==> src/rtl/lin_hdr_pkg.sv <==
package lin_hdr_pkg;
   typedef enum logic [2:0] {
      ST_IDLE,
      ST_BRK,
      ST_DELIM,
      ST_BYTE,
      ST_WAIT_HI
   } hdr_state_t;

   function automatic int samples_for(input int bits, input int ovs);
      return bits * ovs;
   endfunction
endpackage

==> src/rtl/lin_hdr_len_ctr.sv <==
module lin_hdr_len_ctr #(
   parameter int LIMIT = 912,
   parameter int CW    = 10
) (
   input  logic          clk,
   input  logic          rst_n,
   input  logic          tick,
   input  logic          start,
   input  logic          active,
   output logic [CW-1:0] cnt,
   output logic          at_limit
);
   localparam logic [CW-1:0] LIM = CW'(LIMIT);

   always_ff @(posedge clk or negedge rst_n) begin
      if (!rst_n) begin
         cnt <= '0;
      end else if (tick) begin
         if (start) begin
            cnt <= CW'(1);
         end else if (active && (cnt != LIM)) begin
            cnt <= cnt + 1'b1;
         end
      end
   end

   assign at_limit = (cnt == LIM);
endmodule

==> src/rtl/lin_byte_sampler.sv <==
module lin_byte_sampler #(
   parameter int OVS     = 16,
   parameter int SMP_IDX = 7
) (
   input  logic       clk,
   input  logic       rst_n,
   input  logic       tick,
   input  logic       run,
   input  logic       restart,
   input  logic       rx,
   output logic       smp_pt,
   output logic       bit_end,
   output logic [3:0] bit_idx,
   output logic [7:0] data
);
   localparam int SW = $clog2(OVS);
   localparam logic [SW-1:0] PT  = SW'(SMP_IDX);
   localparam logic [SW-1:0] END = SW'(OVS - 1);

   logic [SW-1:0] smp;

   always_ff @(posedge clk or negedge rst_n) begin
      if (!rst_n) begin
         smp     <= '0;
         bit_idx <= '0;
      end else if (tick) begin
         if (restart) begin
            smp     <= SW'(1);
            bit_idx <= '0;
         end else if (run) begin
            if (smp == END) begin
               smp     <= '0;
               bit_idx <= bit_idx + 4'd1;
            end else begin
               smp <= smp + 1'b1;
            end
         end
      end
   end

   assign smp_pt  = tick && run && !restart && (smp == PT);
   assign bit_end = tick && run && !restart && (smp == END);

   for (genvar i = 0; i < 8; i++) begin : g_dbit
      always_ff @(posedge clk or negedge rst_n) begin
         if (!rst_n) begin
            data[i] <= 1'b0;
         end else if (smp_pt && (bit_idx == 4'(i + 1))) begin
            data[i] <= rx;
         end
      end
   end
endmodule

==> src/rtl/lin_hdr_ctl.sv <==
module lin_hdr_ctl
   import lin_hdr_pkg::*;
#(
   parameter int         OVS      = 16,
   parameter int         BRK_SAMP = 176,
   parameter int         CW       = 10,
   parameter int         LEN_W    = 8,
   parameter logic [7:0] SYNC_VAL = 8'h55
) (
   input  logic             clk,
   input  logic             rst_n,
   input  logic             tick,
   input  logic             rx,
   input  logic             sw_clear,
   input  logic             sw_mute_req,
   input  logic [CW-1:0]    cnt,
   input  logic             at_limit,
   input  logic             smp_pt,
   input  logic             bit_end,
   input  logic [3:0]       bit_idx,
   input  logic [7:0]       data,
   output logic             start,
   output logic             active,
   output logic             run,
   output logic             restart,
   output logic             hdr_det,
   output logic             hdr_err,
   output logic             rx_ready,
   output logic             muted,
   output logic [LEN_W-1:0] hdr_len
);
   hdr_state_t state, nxt;
   logic byte_sel;
   logic set_ok, set_err, tmo, brk_ok, field_err, last_end;

   assign active    = (state == ST_BRK) || (state == ST_DELIM) || (state == ST_BYTE);
   assign start     = (state == ST_IDLE) && !rx;
   assign restart   = (state == ST_DELIM) && !rx;
   assign run       = (state == ST_BYTE);
   assign tmo       = tick && active && at_limit;
   assign brk_ok    = (cnt >= CW'(BRK_SAMP));
   assign last_end  = bit_end && (bit_idx == 4'd9);
   assign field_err = smp_pt && (((bit_idx == 4'd0) && rx) ||
                      ((bit_idx == 4'd9) && (!rx || (!byte_sel && (data != SYNC_VAL)))));

   always_comb begin
      nxt     = state;
      set_ok  = 1'b0;
      set_err = 1'b0;
      if (tmo) begin
         nxt     = ST_WAIT_HI;
         set_err = 1'b1;
      end else if (tick) begin
         case (state)
            ST_IDLE:    if (!rx) nxt = ST_BRK;
            ST_BRK:     if (rx) nxt = brk_ok ? ST_DELIM : ST_IDLE;
            ST_DELIM:   if (!rx) nxt = ST_BYTE;
            ST_BYTE: begin
               if (field_err) begin
                  nxt     = ST_WAIT_HI;
                  set_err = 1'b1;
               end else if (last_end) begin
                  if (byte_sel) begin
                     nxt    = ST_IDLE;
                     set_ok = 1'b1;
                  end else begin
                     nxt = ST_DELIM;
                  end
               end
            end
            ST_WAIT_HI: if (rx) nxt = ST_IDLE;
            default:    nxt = ST_IDLE;
         endcase
      end
   end

   always_ff @(posedge clk or negedge rst_n) begin
      if (!rst_n) begin
         state    <= ST_IDLE;
         byte_sel <= 1'b0;
         hdr_det  <= 1'b0;
         hdr_err  <= 1'b0;
         rx_ready <= 1'b0;
         muted    <= 1'b1;
         hdr_len  <= '0;
      end else begin
         state <= nxt;
         if (tick && (state == ST_BRK)) begin
            byte_sel <= 1'b0;
         end else if (tick && (state == ST_BYTE) && last_end && !tmo) begin
            byte_sel <= 1'b1;
         end
         hdr_det  <= set_ok  | (hdr_det  & ~sw_clear);
         rx_ready <= set_ok  | (rx_ready & ~sw_clear);
         hdr_err  <= set_err | (hdr_err  & ~sw_clear);
         if (sw_mute_req) begin
            muted <= 1'b1;
         end else if (set_ok) begin
            muted <= 1'b0;
         end
         if (set_err) begin
            hdr_len <= '0;
         end else if (set_ok) begin
            hdr_len <= LEN_W'((32'(cnt) + 32'd1) / 32'(OVS));
         end
      end
   end
endmodule

==> src/rtl/lin_hdr_rx.sv <==
module lin_hdr_rx
   import lin_hdr_pkg::*;
#(
   parameter int         OVS      = 16,
   parameter int         BRK_BITS = 11,
   parameter int         TO_BITS  = 57,
   parameter int         LEN_W    = 8,
   parameter logic [7:0] SYNC_VAL = 8'h55
) (
   input  logic             clk,
   input  logic             rst_n,
   input  logic             samp_tick,
   input  logic             rx_in,
   input  logic             sw_clear,
   input  logic             sw_mute_req,
   output logic             hdr_det,
   output logic             hdr_err,
   output logic             rx_ready,
   output logic             muted,
   output logic [LEN_W-1:0] hdr_len,
   output logic             irq
);
   localparam int BRK_SAMP = samples_for(BRK_BITS, OVS);
   localparam int TO_SAMP  = samples_for(TO_BITS, OVS);
   localparam int CW       = $clog2(TO_SAMP + 1);
   localparam int SMP_IDX  = OVS / 2 - 1;

   if ((OVS < 4) || ((1 << $clog2(OVS)) != OVS)) begin : g_bad_ovs
      $error("OVS must be a power of two, at least 4");
   end
   if (TO_BITS <= BRK_BITS + 21) begin : g_bad_to
      $error("TO_BITS too small to hold a header");
   end
   if (TO_BITS >= (1 << LEN_W)) begin : g_bad_len
      $error("LEN_W too narrow for TO_BITS");
   end

   logic [CW-1:0] cnt;
   logic          at_limit, start, active, run, restart;
   logic          smp_pt, bit_end;
   logic [3:0]    bit_idx;
   logic [7:0]    data;

   lin_hdr_len_ctr #(.LIMIT(TO_SAMP), .CW(CW)) u_len (
      .clk(clk), .rst_n(rst_n), .tick(samp_tick), .start(start),
      .active(active), .cnt(cnt), .at_limit(at_limit)
   );

   lin_byte_sampler #(.OVS(OVS), .SMP_IDX(SMP_IDX)) u_smp (
      .clk(clk), .rst_n(rst_n), .tick(samp_tick), .run(run),
      .restart(restart), .rx(rx_in), .smp_pt(smp_pt), .bit_end(bit_end),
      .bit_idx(bit_idx), .data(data)
   );

   lin_hdr_ctl #(.OVS(OVS), .BRK_SAMP(BRK_SAMP), .CW(CW), .LEN_W(LEN_W),
                 .SYNC_VAL(SYNC_VAL)) u_ctl (
      .clk(clk), .rst_n(rst_n), .tick(samp_tick), .rx(rx_in),
      .sw_clear(sw_clear), .sw_mute_req(sw_mute_req), .cnt(cnt),
      .at_limit(at_limit), .smp_pt(smp_pt), .bit_end(bit_end),
      .bit_idx(bit_idx), .data(data), .start(start), .active(active),
      .run(run), .restart(restart), .hdr_det(hdr_det), .hdr_err(hdr_err),
      .rx_ready(rx_ready), .muted(muted), .hdr_len(hdr_len)
   );

   assign irq = hdr_det | hdr_err | rx_ready;
endmodule

==> config.mk <==
export PLATFORM = sky130hd
export DESIGN_NAME = lin_hdr_rx
export DESIGN_NICKNAME = d
export VERILOG_FILES = /design/src/rtl/lin_hdr_pkg.sv /design/src/rtl/lin_hdr_len_ctr.sv /design/src/rtl/lin_byte_sampler.sv /design/src/rtl/lin_hdr_ctl.sv /design/src/rtl/lin_hdr_rx.sv
export SDC_FILE = /design/constraint.sdc
export NUM_CORES = 1
export LEC_CHECK = 0
export ABC_AREA = 1
export ABC_CLOCK_PERIOD_IN_PS = 5210
export BUFFER_PORTS_ARGS = -buffer_cell sky130_fd_sc_hd__buf_4
export CORE_ASPECT_RATIO = 1.5
export CORE_MARGIN = 3
export CORE_UTILIZATION = 50
export CTS_CLUSTER_DIAMETER = 80
export DETAILED_ROUTE_END_ITERATION = 16
export PLACE_DENSITY_LB_ADDON = 0.3
export SLEW_MARGIN = 40
export SYNTH_ARGS = -nofsm -noshare
export SYNTH_HDL_FRONTEND = slang
export SYNTH_SLANG_ARGS = --single-unit
==> constraint.sdc <==
create_clock -name clk -period 5.21 [get_ports clk]
set_input_delay 0.7815 -clock clk [delete_from_list [all_inputs] [get_ports clk]]
set_output_delay 0.7815 -clock clk [all_outputs]
set_load 0.02 [all_outputs]
## Yosys cells after proc, flatten, opt, wreduce, memory -nomap -nowiden

Index checks and enable logic that the tools add are counted.

- Flip-flop bits (word level): 42
- Input port bits: 6
- Output and inout bits: 13
- Word-level logic and storage cells: 136

- $add $sub $neg: 4
- Magnitude comparators: 1
- Equal/unequal tests: 23
- Multiplexer cells: 35
- Bitwise logic cells: 9
- Reductions and logical operators: 46

Operator list:

| kind | number |
|---|---|
| 1-bit logical AND | 25 |
| 3-bit 2-to-1 mux | 8 |
| 4-bit 2-to-1 mux | 6 |
| 4-bit by 3-bit equality test with 1-bit output (second input constant) | 5 |
| 10-bit 2-to-1 mux | 2 |
| 8-bit 2-to-1 mux | 2 |
| 3-bit case mux with 5 select lines | 1 |
| 1-bit 2-to-1 mux | 14 |
| 2-bit nonzero test | 7 |
| 4-bit equality test (second input constant) | 3 |
| 3-bit by 2-bit inequality test with 1-bit output (second input constant) | 4 |
| 10-bit by 1-bit adder with 11-bit output (second input constant) | 1 |
| 10-bit by 1-bit adder with 10-bit output (second input constant) | 1 |
| 10-bit equality test (second input constant) | 1 |
| 10-bit by 8-bit >= comparator with 1-bit output (second input constant) | 1 |
| 10-bit inequality test (second input constant) | 1 |
| 4-bit by 1-bit adder with 4-bit output (second input constant) | 2 |
| 4-bit by 2-bit equality test with 1-bit output (second input constant) | 2 |
| 8-bit by 7-bit inequality test with 1-bit output (second input constant) | 1 |
| 3-bit by 2-bit equality test with 1-bit output (second input constant) | 2 |
| 6-bit AND reduction | 1 |
| 1-bit OR | 5 |
| 4-bit by 1-bit equality test with 1-bit output (second input constant) | 1 |
| 1-bit logical NOT | 4 |
| 11 further kinds | 18 |

## Longest topological paths before layout

Gate-level depths: netlist (run 1).

- Depth after elaboration: 13
- Depth in mapped cells: 13
- Depth with buffers taken out: 13

## Cells and area by module

From an unflattened synthesis (run 1), not the netlist that was laid out.

- Cell total of the unflattened synthesis: 376
- Area, all modules: 2636.3 um^2

Modules (own cells, without submodules):

| module | instances | cells an instance | area each (um^2) | seq. area each (um^2) |
|---|---|---|---|---|
| lin_hdr_ctl | 1 | 152 | 1026.0 | 376.6 |
| lin_byte_sampler | 1 | 119 | 902.1 | 400.4 |
| lin_hdr_len_ctr | 1 | 102 | 696.9 | 250.2 |
| lin_hdr_rx | 1 | 3 | 11.3 | 0.0 |

## Least setup slack after synthesis (run 1)

No wires, ideal clock.

- Path kind: input-to-reg
- From: input port samp_tick
- To: register u_ctl.hdr_len[5]
- Library setup time: 120 ps
- Data arrival time: 1727 ps
- Required time: 5090 ps
- Setup slack: 3363 ps
- Cell stages on the path: 7
- Path buffers: 0
- Path through: inv_2 > nor3_1 > nand4_1 > nand2_1 > inv_1 > o21ai_0 > nor2_1

- Longest elaborated chain between the ends: 10
- Elaborated cells between the ends (all ways): 19
- Classes of those cells: 10 x mux; 9 x reduce/logical

RTL lines:

| element | RTL line | source |
|---|---|---|
| start: declaration | lin_hdr_rx.sv:12 | `input logic samp_tick,` |
| 1-bit logical AND (2 in series) | lin_byte_sampler.sv:41, lin_byte_sampler.sv:42 |  |
| 1-bit logical AND | lin_byte_sampler.sv:42 | `assign bit_end = tick && run && !restart && (smp == END);` |
| 1-bit logical AND | lin_hdr_ctl.sv:42 | `assign last_end = bit_end && (bit_idx == 4'd9);` |
| 1-bit 2-to-1 mux | lin_hdr_ctl.sv:62 | `end else if (last_end) begin` |
| 1-bit 2-to-1 mux | lin_hdr_ctl.sv:59 | `if (field_err) begin` |
| 1-bit 2-to-1 mux | lin_hdr_ctl.sv:54 | `case (state)` |
| 1-bit 2-to-1 mux | lin_hdr_ctl.sv:53 | `end else if (tick) begin` |
| 1-bit 2-to-1 mux | lin_hdr_ctl.sv:50 | `if (tmo) begin` |
| 2-bit nonzero test (no line) | -- |  |
| end signal: assignment | lin_hdr_ctl.sv:104 | `hdr_len <= LEN_W'((32'(cnt) + 32'd1) / 32'(OVS));` |
| end: declaration | lin_hdr_ctl.sv:30 | `output logic [LEN_W-1:0] hdr_len` |

Several ways; a longest one is shown, not always the timed one.
A chain may end at the register's enable or synchronous reset.

## Worst setup path in the final report (run 1)

- From: register u_smp.smp[0]
- To: register u_ctl.hdr_len[2]

- Longest elaborated chain between the ends: 9
- Elaborated cells between the ends (all ways): 17
- Classes of those cells: 2 x eq/ne; 10 x mux; 5 x reduce/logical

RTL lines:

| element | RTL line | source |
|---|---|---|
| start: declaration | lin_byte_sampler.sv:20 | `logic [SW-1:0] smp;` |
| start signal: assignment | lin_byte_sampler.sv:35 | `smp <= smp + 1'b1;` |
| 4-bit equality test | lin_byte_sampler.sv:42 |  |
| 1-bit logical AND | lin_byte_sampler.sv:42 |  |
| 1-bit logical AND | lin_hdr_ctl.sv:42 |  |
| 1-bit 2-to-1 mux | lin_hdr_ctl.sv:62 |  |
| 1-bit 2-to-1 mux | lin_hdr_ctl.sv:59 |  |
| 1-bit 2-to-1 mux | lin_hdr_ctl.sv:54 |  |
| 1-bit 2-to-1 mux | lin_hdr_ctl.sv:53 |  |
| 1-bit 2-to-1 mux | lin_hdr_ctl.sv:50 |  |
| 2-bit nonzero test (no line) | -- |  |

Several ways; a longest one is shown, not always the timed one.

==> reports/summary.txt, run 1 <==
status - complete, no violations
Filler Cell Count - 398
DPL Wire Length - 3.60 mm
# hold bufs at CTS - 0
# nets final - 315
Clock Path Buffers - 2
Setup Skew - 0.00799 ns
crit end category - register
residual DRC count - 0
clock share of power - 0.230
largest net degree at the start of global routing - 42
area delta synth->final - 11.1%
GPL Wtd Cong - 0.880
final wirelength - 4.71 mm
synth unique cells - 37
final worst path period share - 0.401
CTS Root Cell - clkbuf_8
WHS - 0.445 ns
cell area after synthesis - 0.00226 mm^2
number of placed cells counting well taps - 341
Iter 0 DRT Violations - 95
count of pins over their slew limit - 0
final setup margin - 3.12 ns
Rel. slew slack - 0.489
Die ar. - 0.00539 mm^2
Die W - 60.9 um
CTS H-tree lvls - 2
Worst-path clk slew - 0.08 ns
Seq/Total Area, Yosys - 0.454
Avg Cell Area, Syn - 8.05 um^2
leakage power total - 1.17 nW
Initial Util - 0.529
initial antenna violation count - 0
crit path max fanout - 13
Final Non-Filler Cells - 349
Clock Latency Late Sink - 0.30 ns
RSZ-0062 raised after global routing - false
Synth Warn # - 0
# diodes - 0
critical path class - register to register
cts repair resizes - 0
CTS Buf Count - 5
Reg power frac - 0.478
Detail Route Antenna Nets - 0
Ports - 19
setup tns final - 0 ns
Port-buffer cells - 17
Max VDD drop - 0.000195 V
Die Span Y - 88.4 um
pre-CTS setup slack - 2.86 ns
first-pass GRT wire length - 8.15 mm
crit path DAT - 2.31 ns
synthesized instance count - 281
drt pass-1 iters - 4
FP Rows - 29
WP data required - 5.44 ns
total grt overflow - 0
sw frac - 0.383
drt wl/cell - 13.5 um
CTS tree - built
Final Hold Fails - 0
kind of start point of the critical path - register
Core Box Area - 0.00428 mm^2
cell area power density - 360 mW/mm^2
Sw Pwr - 0.346 mW
P_int - 0.559 mW
hold crit path type - input port to asynchronous set/reset pin
vias in the first global route - 1898
Syn Nets - 294
Synth Register Bits - 41
Final Critical Period - 2.09 ns
Post-CTS Setup Inserts - 0
worst slew pin tran - 0.762 ns
Gate power share - 0.292
Max-cap violations - 0
Via Count - 1906
CTS sink cnt - 41
Max Fclk - 479 MHz
DR vias/cell - 5.46
Total GRT Usage - 0.200
layout cells sized above 1 - 0.132
final setup fails - 0
## metrics by stage
stage | total power [mW] | utilization | area, um^2
6_report | 0.905 | 0.587 | 2510
3_5_place_dp | 0.699 | 0.566 | 2420
3_3_place_gp | 0.688 | 0.566 | 2420
2_1_floorplan | 0.625 | - | 2260
4_1_cts | 0.911 | 0.587 | 2510
5_1_grt | 0.968 | 0.587 | 2510
## cells in the mapped netlist (all sizes together)
library cell,number,area share
nor3b,2,0.0066
xor2,3,0.012
a21oi,12,0.028
o22ai,6,0.017
o21ai,27,0.060
a21o,1,0.0033
a31o,1,0.0039
ha,7,0.039
nand3,26,0.065
nand4,4,0.011
a211o,1,0.0039
nand2,59,0.10
dfstp,1,0.012
inv,37,0.061
or2,4,0.011
dfrtp,40,0.44
conb,1,0.0017
nor3,10,0.027
xnor2,1,0.0039
nand3b,1,0.0033
nor2,29,0.055
clkinv,1,0.0017
a22o,2,0.0083
nor4,2,0.012
buf,3,0.011
## layout by cell type, fill, tap and decap left out, drive strengths merged, types with 2 or more instances in the layout
cell type   n
dfrtp      40
nor2       29
buf        17
a21oi      12
inv        38
nand4       4
nor3       10
clkinv      2
o21ai      27
xor2        3
or2         4
clkbuf      5
o22ai       6
nor3b       2
a22o        2
nand3      26
nor4        2
nand2      59
ha          7
## final timing paths
check,startpoint,to,slack (ns),cells after the start
worst max-delay path,u_smp.smp[0],u_ctl.hdr_len[2],3.12,8
worst min-delay path,rst_n,u_ctl.hdr_len[6],0.45,1
worst max register to register,u_smp.smp[0],u_ctl.hdr_len[2],3.12,8
worst min register to register,u_smp.data[0],u_smp.data[0],0.49,2
max in group asynchronous,rst_n,u_ctl.muted,4.39,1
min in group clk,u_smp.data[0],u_smp.data[0],0.49,2
## routing by layer
layer  vias to the layer above  share of wire  GRT usage  wire, um
li1                        962              -          -         -
met1                       900           0.40      0.216      1890
met2                        30           0.55      0.360      2580
met3                        14          0.024     0.0365       111
met4                         0          0.028      0.101       130
met5                         -              0          0         0
## sequential cells by signal, summed over array words and instances (netlist names)
signal	count
u_smp.smp	4
u_smp.data	8
u_ctl.hdr_det	1
u_ctl.hdr_len	7
u_len.cnt	10
u_ctl.rx_ready	1
u_ctl.byte_sel	1
u_ctl.state	3
u_ctl.hdr_err	1
u_ctl.muted	1
u_smp.bit_idx	4
## cell families (layout without fill, tap and decap cells)
logic type,after synthesis,in the layout,synth area share
compound gates,50,50,0.124
buf+inv,41,63,0.0735
fa+ha+maj,7,7,0.0387
flops,41,41,0.454
simple gates,137,137,0.293
xor+xnor,4,4,0.0155
other cells,1,1,0.00166
## power by group through the flow
stage	combinational [mW]	sequential, mW	clock, mW
floorplan	0.205	0.420	0
global placement	0.254	0.434	0
detailed placement	0.262	0.437	0
CTS	0.264	0.432	0.216
global route	0.301	0.440	0.226
finish	0.264	0.433	0.208
## worst max-delay path, stage by stage, from the launching register on
cell,delay (ns)
dfrtp_1,0.42
ha_1,0.24
nand2_1,0.07
nor2_1,0.29
nand2_4,0.11
nor3_4,0.17
nand3_2,0.24
or2_2,0.35
a21oi_1,0.13
## final cells by class
class / instances / area, um^2 / share of cell area
multi-input cells: 199 / 1070 / 0.425
well taps: 46 / 57.6 / 0.0229
clock inverters: 3 / 21.3 / 0.00846
flip-flops and latches: 41 / 1030 / 0.408
repair buffers: 17 / 128 / 0.0507
inverters: 38 / 143 / 0.0567
clock buffers: 5 / 68.8 / 0.0274
No activity file was read; power rests on OpenSTA's default activity.
==> run 2, diff against run 1 <==
--- a/config.mk
+++ b/config.mk
@@ -5,8 +5,8 @@
 export SDC_FILE = /design/constraint.sdc
 export NUM_CORES = 1
 export LEC_CHECK = 0
-export ABC_AREA = 1
-export ABC_CLOCK_PERIOD_IN_PS = 5210
+export ABC_AREA = 0
+export ABC_CLOCK_PERIOD_IN_PS = 2100
 export BUFFER_PORTS_ARGS = -buffer_cell sky130_fd_sc_hd__buf_4
 export CORE_ASPECT_RATIO = 1.5
 export CORE_MARGIN = 3
==> constraint.sdc (replaced) <==
create_clock -name clk -period 2.1 [get_ports clk]
set_input_delay 0.315 -clock clk [delete_from_list [all_inputs] [get_ports clk]]
set_output_delay 0.315 -clock clk [all_outputs]
set_load 0.02 [all_outputs]
==> run 2 against run 1 <==
Against the previous run: the run now ends with hold timing left; critical endpoint is now u_ctl.state[1]; routed wire length rose by 2.9%; cell count fell by 7.4%; setup slack got worse by 3.0 ns; core utilization rose by 1.9 points; global-route usage fell by 2.1 points.
==> reports/summary.txt, run 2 <==
cell area power density - 822 mW/mm^2 (+130%)
final setup margin - 0.0926 ns (-3.03 ns)
Final Critical Period - 2.01 ns (-0.0802 ns)
Post-synth top cells - dfrtp_1, nand2_1, nor2_1, inv_1, o21ai_0
Max-cap violations - 0 (unchanged)
Avg Cell Area, Syn - 10.2 um^2 (+27%)
CTS tree - built
area delta synth->final - 16.4%
DR vias/cell - 5.63 (+3.2%)
most common cell after layout, fill and taps aside - dfrtp_1
Clock Latency Late Sink - 0.29 ns (about the same)
crit path max fanout - 5 (-8)
vias in the first global route - 1728 (-9.0%)
Via Count - 1820 (-4.5%)
crit path DAT - 2.19 ns (-0.12 ns)
count of pins over their slew limit - 0 (unchanged)
Initial Util - 0.520 (-0.00815)
total grt overflow - 0 (unchanged)
hold crit path type - input port to asynchronous set/reset pin
slowest library cell on the worst path - dfrtp_1
final worst path period share - 0.956 (+0.555)
drt pass-1 iters - 4 (unchanged)
post-synth top area share - 0.420 (-0.0223)
Max VDD drop - 0.000666 V (+240%)
residual DRC count - 0 (unchanged)
Post-DP Area - 0.00258 mm^2 (+6.3%)
crit end category - register
# diodes - 0 (unchanged)
setup tns final - 0 ns (unchanged)
# nets final - 271 (-14%)
CTS Root Cell - clkbuf_8
Worst-path clk slew - 0.08 ns (about the same)
Seq/Total Area, Yosys - 0.431 (-0.0229)
first-pass GRT wire length - 8.11 mm (-0.50%)
Core Box Area - 0.00458 mm^2 (+7.0%)
Port-buffer cells - 17 (unchanged)
Final Non-Filler Cells - 323 (-7.4%)
max reg flops - 10 (unchanged)
leakage power total - 1.33 nW (+13%)
failing checks - hold timing
Iter 0 DRT Violations - 132 (+39%)
number of placed cells counting well taps - 311 (-8.8%)
status - complete, but fails checks
final core occ - 0.606 (+0.0186)
Detail Route Antenna Nets - 0 (unchanged)
CTS Buf Count - 5 (unchanged)
pre-CTS setup slack - 0.0473 ns (-2.81 ns)
critical path class - register to register
Rel. slew slack - 0.657 (+0.168)
worst slew pin tran - 0.515 ns (-0.247 ns)
synth unique cells - 63 (+70%)
Total GRT Usage - 0.179 (-0.0209)
final setup fails - 0 (unchanged)
Synth Warn # - 0 (unchanged)
layout cells sized above 1 - 0.278 (+0.146)
Worst path max stage delay - 0.46 ns (+0.04 ns)
crit path cell chain - inv_1, ha_1, nand3b_1, a2111oi_4, a211oi_1, o211a_1, a221o_1
cell area after synthesis - 0.00238 mm^2 (+5.3%)
most common cell in the netlist - dfrtp_1
Synth async-reset ratio - 1.00 (unchanged)
drt wl/cell - 15.0 um (+11%)
CTS H-tree lvls - 2 (unchanged)
largest net degree at the start of global routing - 42 (unchanged)
Setup Skew - 0.00865 ns (+0.000666 ns)
final wirelength - 4.85 mm (+2.9%)
Post-synth EDFFs - 0 (unchanged)
commonest cells after routing, fill and taps aside - dfrtp_1, buf_4, nand2_1, nor2_1
synthesized instance count - 233 (-17%)
GPL Wtd Cong - 0.839 (-4.6%)
Die ar. - 0.00565 mm^2 (+4.9%)
CP bufs+invs - 1 (+1)
# hold bufs at CTS - 0 (unchanged)
Syn Nets - 246 (-16%)
Max Fclk - 498 MHz (+4.0%)
DPL Wire Length - 3.45 mm (-4.2%)
Largest regs - u_len.cnt (10), u_smp.data (8), u_ctl.hdr_len (7)
CP delay by family, top - compound AO/OA/AOI/OAI gates
CTS sink cnt - 41 (unchanged)
Final Hold Fails - 19 (+19)
FP Rows - 30 (+3.4%)
Ports - 19 (unchanged)
Most used DFF post-synth - dfrtp_1
initial antenna violation count - 0 (unchanged)
Synth area leader - dfrtp_1
post-route cell area - 0.00278 mm^2 (+10%)
kind of start point of the critical path - register
register bank with the most flops - u_len.cnt
Clock Path Buffers - 2 (unchanged)
WHS - -0.00961 ns (-0.455 ns)
Synth Register Bits - 41 (unchanged)
Die Span Y - 90.6 um (+2.4%)
largest cells by area after synthesis - dfrtp_1, nand2_1, ha_1
Die W - 62.4 um (+2.4%)
WP data required - 2.28 ns (-3.16 ns)
Pwr Total - 2.28 mW (+150%)
-- run 2: changes by cell type after synthesis, moves of 4 or more --
cell | before | now
nand2_1 | 58 | 24
inv_1 | 35 | 10
nand3_1 | 24 | 3
o21ai_0 | 27 | 10
nor2_1 | 28 | 21
a211oi_2 | 0 | 6
a21o_1 | 1 | 6
mux2_2 | 0 | 5
o22ai_1 | 6 | 1
mux2_4 | 0 | 4
-- run 2: final cells by class --
| cell class | count | area (um^2) |
|---|---|---|
| Tap cell | 64 | 80.1 |
| Sequential cell | 41 | 1030 |
| Fill cell | 401 | 1800 |
| Inverter | 10 | 37.5 |
| Clock inverter | 3 | 65.1 |
| Timing Repair Buffer | 30 | 229 |
| Clock buffer | 5 | 68.8 |
| Multi-Input combinational cell | 170 | 1270 |
-- run 2: where the power goes --
group	internal, mW	switching (mW)
logic	0.239	0.307
clock network	0.472	0.269
registers	0.873	0.122
total	1.58	0.698
-- run 2: timing repair --
item                                    in CTS  in global routing
setup buffers                                0                  4
resized for setup                            0                  7
endpoints found under the hold margin        0                  0
endpoints found under the setup margin       0                 12
-- run 2: worst paths after layout --
kind                            cells after the start  slack [ns]             start        endpoint
worst min register to register                      2        0.48       u_ctl.muted     u_ctl.muted
worst max register to register                      7        0.09  u_smp.bit_idx[0]  u_ctl.state[1]
worst min-delay path                                1       -0.01             rst_n  u_ctl.rx_ready
worst max-delay path                                7        0.09  u_smp.bit_idx[0]  u_ctl.state[1]
min in group clk                                    2        0.22       sw_mute_req     u_ctl.muted
max in group asynchronous                           1        1.71             rst_n  u_ctl.state[0]
-- run 2: worst reg2reg max path, delay by kind of cell (launching register included) --
kind,cells,cell delay (ns)
compound gates,4,0.99
fa+ha+maj,1,0.19
buf+inv,1,0.11
flops,1,0.46
simple gates,1,0.14
-- run 2: per-layer routing --
| metal | vias up | global-route usage | wire length (um) |
|---|---|---|---|
| li1 | 879 | - | - |
| met1 | 895 | 0.212 | 2000 |
| met2 | 39 | 0.306 | 2580 |
| met3 | 7 | 0.0399 | 165 |
| met4 | 0 | 0.0829 | 101 |
| met5 | - | 0 | 0 |
-- run 2: logic make-up after synthesis --
logic type | synth area share
other | 0.00157
DFF | 0.431
and+or+nand+nor | 0.201
adders and majority gates | 0.0367
xor gates and xnor gates | 0.0294
buffers and inverters | 0.0493
AOI/OAI and AO/OA | 0.190
muxes | 0.0614
